$ cat src/rtl/cfg_led_pkg.sv
package cfg_led_pkg;

    typedef enum logic [1:0] {
        PH_IDLE    = 2'd0,
        PH_LOADING = 2'd1,
        PH_RUNNING = 2'd2
    } cfg_phase_e;

    // Observed levels of the target's configuration lines
    typedef struct packed {
        logic prog_n;
        logic init;
        logic done;
    } tgt_lines_s;

    // Synchronized pushbutton levels (active low)
    typedef struct packed {
        logic prog_n;
        logic rst_n;
    } btn_levels_s;

    localparam int unsigned BTN_COUNT = $bits(btn_levels_s);

    function automatic logic leds_driven(cfg_phase_e ph);
        return ph != PH_LOADING;
    endfunction

endpackage

$ cat src/rtl/cfg_btn_sync.sv
module cfg_btn_sync #(
    parameter int unsigned WIDTH     = 2,
    parameter int unsigned STAGES    = 2,
    parameter logic        IDLE_LEVEL = 1'b1
) (
    input  logic             clk,
    input  logic             rst,
    input  logic [WIDTH-1:0] async_in,
    output logic [WIDTH-1:0] sync_out
);

    logic [WIDTH-1:0] stage_q [STAGES];

    for (genvar s = 0; s < STAGES; s++) begin : g_stage
        always_ff @(posedge clk) begin
            if (rst) begin
                stage_q[s] <= {WIDTH{IDLE_LEVEL}};
            end else if (s == 0) begin
                stage_q[s] <= async_in;
            end else begin
                stage_q[s] <= stage_q[(s == 0) ? 0 : s-1];
            end
        end
    end

    assign sync_out = stage_q[STAGES-1];

endmodule

$ cat src/rtl/cfg_phase_fsm.sv
module cfg_phase_fsm
    import cfg_led_pkg::*;
(
    input  logic       clk,
    input  logic       rst,
    input  tgt_lines_s lines,
    output cfg_phase_e phase
);

    cfg_phase_e phase_q, phase_d;

    always_comb begin
        phase_d = phase_q;
        if (!lines.prog_n) begin
            phase_d = PH_IDLE;
        end else begin
            unique case (phase_q)
                PH_IDLE:    if (lines.init) phase_d = PH_LOADING;
                PH_LOADING: if (lines.done) phase_d = PH_RUNNING;
                PH_RUNNING: phase_d = PH_RUNNING;
                default:    phase_d = PH_IDLE;
            endcase
        end
    end

    always_ff @(posedge clk) begin
        if (rst) phase_q <= PH_IDLE;
        else     phase_q <= phase_d;
    end

    assign phase = phase_q;

endmodule

$ cat src/rtl/cfg_led_sel.sv
module cfg_led_sel
    import cfg_led_pkg::*;
#(
    parameter int unsigned LED_W  = 8,
    parameter int unsigned MODE_W = 3
) (
    input  cfg_phase_e        phase,
    input  logic [MODE_W-1:0] mode_sel,
    input  logic              clk_lock,
    input  logic [LED_W-1:0]  user_data,
    output logic [LED_W-1:0]  led_o,
    output logic [LED_W-1:0]  led_oe
);

    localparam int unsigned STATUS_W = LED_W - 1;

    logic [LED_W-1:0] idle_view;

    // One status LED per selectable mode index, the top LED for lock
    for (genvar i = 0; i < STATUS_W; i++) begin : g_status
        assign idle_view[i] = (mode_sel == MODE_W'(i));
    end
    assign idle_view[LED_W-1] = clk_lock;

    for (genvar i = 0; i < LED_W; i++) begin : g_pin
        always_comb begin
            unique case (phase)
                PH_IDLE:    led_o[i] = idle_view[i];
                PH_RUNNING: led_o[i] = user_data[i];
                default:    led_o[i] = 1'b0;
            endcase
            led_oe[i] = leds_driven(phase);
        end
    end

endmodule

$ cat src/rtl/cfg_led_mux.sv
module cfg_led_mux
    import cfg_led_pkg::*;
#(
    parameter int unsigned LED_W        = 8,
    parameter int unsigned MODE_W       = 3,
    parameter int unsigned SYNC_STAGES  = 2,
    parameter int unsigned PASSIVE_MODE = 7
) (
    input  logic              clk,
    input  logic              rst,
    input  logic [MODE_W-1:0] mode_sel,
    input  logic              clk_lock,
    input  logic [LED_W-1:0]  user_data,
    input  logic              prog_btn_n,
    input  logic              rst_btn_n,
    input  logic              tgt_prog_n,
    input  logic              tgt_init,
    input  logic              tgt_done,
    output logic [LED_W-1:0]  led_o,
    output logic [LED_W-1:0]  led_oe,
    output logic              tgt_prog_pull,
    output logic              tgt_init_pull
);

    btn_levels_s btn_raw, btn_q;
    tgt_lines_s  lines;
    cfg_phase_e  phase;
    logic        buttons_live;

    assign btn_raw = '{prog_n: prog_btn_n, rst_n: rst_btn_n};
    assign lines   = '{prog_n: tgt_prog_n, init: tgt_init, done: tgt_done};

    cfg_btn_sync #(
        .WIDTH     (BTN_COUNT),
        .STAGES    (SYNC_STAGES),
        .IDLE_LEVEL(1'b1)
    ) u_sync (
        .clk     (clk),
        .rst     (rst),
        .async_in(btn_raw),
        .sync_out(btn_q)
    );

    cfg_phase_fsm u_fsm (
        .clk  (clk),
        .rst  (rst),
        .lines(lines),
        .phase(phase)
    );

    cfg_led_sel #(
        .LED_W (LED_W),
        .MODE_W(MODE_W)
    ) u_sel (
        .phase    (phase),
        .mode_sel (mode_sel),
        .clk_lock (clk_lock),
        .user_data(user_data),
        .led_o    (led_o),
        .led_oe   (led_oe)
    );

    assign buttons_live  = (mode_sel != MODE_W'(PASSIVE_MODE));
    assign tgt_prog_pull = buttons_live && !btn_q.prog_n;
    assign tgt_init_pull = buttons_live && (phase == PH_RUNNING) && !btn_q.rst_n;

endmodule

$ cat config.mk
export PLATFORM = sky130hd
export DESIGN_NAME = cfg_led_mux
export DESIGN_NICKNAME = d
export VERILOG_FILES = /design/src/rtl/cfg_led_pkg.sv /design/src/rtl/cfg_btn_sync.sv /design/src/rtl/cfg_phase_fsm.sv /design/src/rtl/cfg_led_sel.sv /design/src/rtl/cfg_led_mux.sv
export SDC_FILE = /design/constraint.sdc
export NUM_CORES = 1
export LEC_CHECK = 0
export BUFFER_PORTS_ARGS = -buffer_cell sky130_fd_sc_hd__buf_2
export CORE_AREA = 5 5 51 53
export DETAILED_ROUTE_END_ITERATION = 16
export DIE_AREA = 0 0 56 58
export SETUP_SLACK_MARGIN = 0.2
export SLEW_MARGIN = 5
export SYNTH_ARGS = -nofsm -noshare
export SYNTH_HDL_FRONTEND = slang
export SYNTH_HIERARCHICAL = 1
export SYNTH_SLANG_ARGS = --single-unit
$ cat constraint.sdc
create_clock -name clk -period 1.5 [get_ports clk]
set_input_delay 0.3 -clock clk [delete_from_list [all_inputs] [get_ports clk]]
set_output_delay 0.3 -clock clk [all_outputs]
set_load 0.01 [all_outputs]
# Word level (Yosys, flattened, before mapping)
# Memory sizes are Yosys's and may differ from the RTL's.
# Cells that the tools add are included.
[word_totals]
latch_bits = 0
out_inout_bits = 18
rom_bits = 0
wordCells = 42
mem_count = 1
in_bits = 19
ram_bits = 4
reg_bits = 2
[op_classes]
reduce_logical = 9
n_div = 0
mul = 0
n_bitwise = 3
shifts = 0
n_lt_le_gt_ge = 0
addsub = 0
mux = 16
n_eq_ne = 12
[mem_list]
columns = ["memory", "words", "word_bits", "read_ports", "rd_clocked_by_memory_dff", "wr", "line", "text"]
rows = [
  ["u_sync.stage_q", 2, 2, 2, 0, 2, "cfg_btn_sync.sv:12", "logic [WIDTH-1:0] stage_q [STAGES];"],
]
[op_table]
columns = ["op", "n"]
rows = [
  ["1-bit one-hot mux with 2 select lines", 8],
  ["3-bit equality test (second input constant)", 3],
  ["2-bit 2-to-1 mux", 4],
  ["3-bit by 2-bit equality test with 1-bit output (second input constant)", 2],
  ["2-bit one-hot mux with 3 select lines", 1],
  ["2-bit != test (second input constant)", 2],
  ["3-bit by 1-bit equality test with 1-bit output (second input constant)", 1],
  ["1-bit logical AND", 3],
  ["3-bit zero test", 1],
  ["1-bit 2-to-1 mux", 3],
  ["3-bit != test (second input constant)", 1],
  ["2-bit by 1-bit equality test with 1-bit output (second input constant)", 1],
  ["2-bit equality test (second input constant)", 1],
  ["1-bit zero test", 2],
  ["2-bit zero test", 1],
  ["2-bit by 1-bit != test with 1-bit output (second input constant)", 1],
  ["1-bit OR", 2],
  ["2-bit AND reduction", 1],
  ["2-bit OR reduction", 1],
  ["1-bit NOT", 1],
]

# Longest topological paths before layout
[depth]
depth_word = 3
mapped_depth = 5
mapped_depth_nobuf = 5

# By module
# Netlist, hierarchy kept.
[modules_own_cells]
columns = ["module", "area_each_um2", "cells_each", "instances", "seq_area_each_um2"]
rows = [
  ["cfg_led_sel", 214.0, 33, 1, 0.0],
  ["cfg_phase_fsm", 153.9, 18, 1, 40.0],
  ["cfg_btn_sync", 105.1, 8, 1, 80.1],
  ["cfg_led_mux", 21.3, 4, 1, 0.0],
]

# Worst setup path before layout
# Ideal clock, no wire load.
[synth_timing]
path_kind = "reg-to-output"
start = "register u_fsm.phase_q[1], in the netlist u_fsm/phase[1]"
end = "output port led_o[0]"
t_required_ns = 1.200
t_arrival_ns = 1.070
n_path_buf = 0
path_stages_with_launch = 3
setup_slack_ns = 0.130
cell_sequence = "dfxtp_1 > or4_1 > a21oi_1"
[synth_between]
elab_chain_len = 2
elab_cells_between_ends = 3
cone_classes = "eq/ne: 1; mux: 1; reduce/logical: 1"
[synth_rtl]
columns = ["item", "line", "text"]
rows = [
  ["start: declaration", "cfg_phase_fsm.sv:10", "cfg_phase_e phase_q, phase_d;"],
  ["start signal: assignment", "cfg_phase_fsm.sv:28", "else phase_q <= phase_d;"],
  ["2-bit equality test / 2-bit zero test (equally long branches)", "cfg_led_sel.sv:27", "unique case (phase)"],
  ["1-bit one-hot mux with 2 select lines (*)", "cfg_led_sel.sv:27", ""],
  ["end: declaration", "cfg_led_mux.sv:19", "output logic [LED_W-1:0] led_o,"],
]
# Every way passes the cells marked *; elsewhere a longest branch is shown, timed or not.

# Worst setup path in the final report
[layout_timing]
start = "register u_fsm.phase_q[1], in the netlist u_fsm/phase[1]"
end = "output port led_o[1]"
# The elaborated chain is that of the path after synthesis.

==> results.yml <==
final_layout:
  area_delta_synth_final_pct: 93.2
  final_util: 0.453
  drive_gt1_frac: 0.664
  nets: 131
  n_antenna_cell: 0
timing:
  relSlewSlack: 0.895
  final.setup_skew_ns: 0.00319
  max_freq_mhz: 607
  fin_crit_ns: 1.65
  rsz0062_at_grt: "yes"
  whs_ns: 0.229
  finalMaxSlewViolations: 0
  setup_ws_ns: -0.147
  setup_viol: 15
  fin_crit_sh: 1.10
  tns_ns: -1.66
  tightest_slew_ns: 0.157
  hold_violations: 0
cts:
  clock_sinks: 6
  cts-hold-fix-buffers: 0
  cts_buffers: 3
  clock_latency_ns: 0.25
  clock-root-buffer: "clkbuf_4"
  htreeDepth: 1
  cts_tree: "yes"
  clk_pin_slew_ns: 0.05
  clk_path_buf_depth: 2
synth:
  ys_warn_count: 6
  synth_area_leaders: "dfxtp_1 24%, buf_4 11%, ha_1 7.6%, a21oi_1 7.1%, nand4bb_1 6.8%"
  yosys.area.top_type: "dfxtp_1"
  syn_inst: 63
  synth_top_area_frac: 0.243
  avgSynthCellArea_sq_um: 7.84
  synth_fp_nets: 85
  ys_seq_elements: 6
  synth.distinct_cells: 22
  yosysSeqAreaShare: 0.243
  syn_area_sq_um: 494
routing:
  drc: 0
  drt_iter0_drc: 6
  num_vias: 593
  wl_per_cell_um: 11.5
  wirelength_um: 1550
  ant_nets: 0
  viasPerCell: 4.39
  firstDrtPassIters: 2
outcome:
  failed_checks: "setup timing"
  status: "complete, but fails checks"
worst_setup_path:
  critPathTopFamily: "simple AND/OR/NAND/NOR gates"
  cp-end-kind: "output pin"
  criticalPathCategory: "reg2out"
  critical_path_peak_fanout: 6
  crit_chain: "or4b_4 > a21oi_4 > buf_6"
  path_buf_inv: 1
  start_kind: "register"
  critPathSlowestCell: "or4b_4"
  critPathArrivalTime_ns: 1.35
  required_ns: 1.20
  cp_slowest_stage_delay_ns: 0.50
global_route:
  grt_max_degree: 9
  track_usage: 0.102
  antenna_found_initial: 0
  first_global_vias: 593
  overflow: 0
  grt_first_pass_wirelength_um: 2600
placement:
  hpwl_um: 1050
  io_buffers: 36
  globalplace.congestion: 0.781
floorplanning:
  dieArea_sq_um: 3250
  num_rows: 17
  io_pins: 37
  fp.dieH_um: 58
  initial_utilization: 0.235
  core-area_sq_um: 2110
  die_x_um: 56
power_and_ir_drop:
  ir_drop_v: 0.000410
  total_power_uw: 509
  p_leak_nw: 0.429
  powerDensity_nw_per_um2: 533
worst_hold_path:
  hold_class: "in2reg"
flow_run:
  maxCapViolCount: 0
-- registers in the layout, indices dropped and copies added, names as in the netlist --
| register | count |
|---|---|
| u_sync/stage_q | 4 |
| u_fsm/phase | 2 |
-- final timing paths --
check | to | slack, ns | cells past startpoint | start
max reg2reg | u_fsm/phase[0] | 0.29 | 7 | u_fsm/phase[1]
min | u_sync/stage_q[0][0] | 0.23 | 2 | rst_btn_n
max | led_o[1] | -0.15 | 3 | u_fsm/phase[1]
min reg2reg | u_sync/stage_q[1][1] | 0.40 | 1 | u_sync/stage_q[0][1]
-- report_power, final --
group / internal [mW] / switching, mW / leakage, nW
Sequential: 0.165 / 0.00373 / 0.0510
Combinational: 0.107 / 0.0830 / 0.364
Clock: 0.0906 / 0.0599 / 0.0138
Total: 0.363 / 0.147 / 0.429
-- layer usage --
layer  routed length [um]  vias to the layer above  global-route usage  share of wire
met3                  189                        0              0.0646           0.12
li1                     -                      301                   -              -
met5                    0                        -                   0              0
met2                  787                       32               0.190           0.51
met4                    0                        0              0.0305              0
met1                  570                      260              0.0911           0.37
-- what timing repair did --
item | 4_1_cts | 5_1_grt
pin swaps | 7 | 6
hold endpoints to repair | 0 | 0
endpoints found under the setup margin | 19 | 19
resized for setup | 24 | 10
buffers inserted | 6 | 1
-- kinds of logic (layout without fill, tap and decap cells) --
group / Yosys count / after routing / synth area share
muxes: 1 / 1 / 0.0203
and+or+nand+nor: 30 / 30 / 0.387
adders and majority gates: 3 / 3 / 0.0760
AOI/OAI and AO/OA: 12 / 12 / 0.134
DFF: 6 / 6 / 0.243
buffers and inverters: 11 / 55 / 0.139
-- placed cells by master, fill, tap and decap left out, types with 3 or more instances in the layout --
master,synthesis,final
buf_2,1,26
nand2_1,7,7
dfxtp_1,6,4
or2_1,4,4
or4b_4,0,3
nand3_1,3,3
buf_6,0,14
buf_4,7,10
a21oi_2,0,4
clkbuf_4,0,3
nand4bb_1,3,3
-- metrics by stage --
step / worst slack, ns / std cells / instance area, sq um
2_1_floorplan: 0.166 / 63 / 526
3_3_place_gp: -0.0567 / 125 / 731
3_5_place_dp: -0.0606 / 125 / 731
4_1_cts: -0.159 / 134 / 898
5_1_grt: -0.210 / 135 / 955
6_report: -0.147 / 135 / 955
-- area by class of cell --
type	instances	area (sq um)
sequential	6	128
fill	218	1150
inverter	2	10.0
clock buffer	3	22.5
multi-input combinational	46	397
timing repair buffer	50	363
tap	28	35.0
-- cells in the mapped netlist --
master     n
buf_1      1
nand2_1    7
ha_1       3
or4b_1     3
nand3_1    3
nor2b_2    1
a21oi_1    7
inv_1      2
a31oi_1    1
and3_1     1
buf_2      1
or2_1      4
nand2b_1   3
nand4bb_1  3
nor2b_1    2
dfxtp_1    6
or4_1      1
a21boi_1   2
buf_4      7
mux2i_1    1
nor2_1     2
o21ai_0    2
Note: power is estimated with default switching activity, not from simulation.
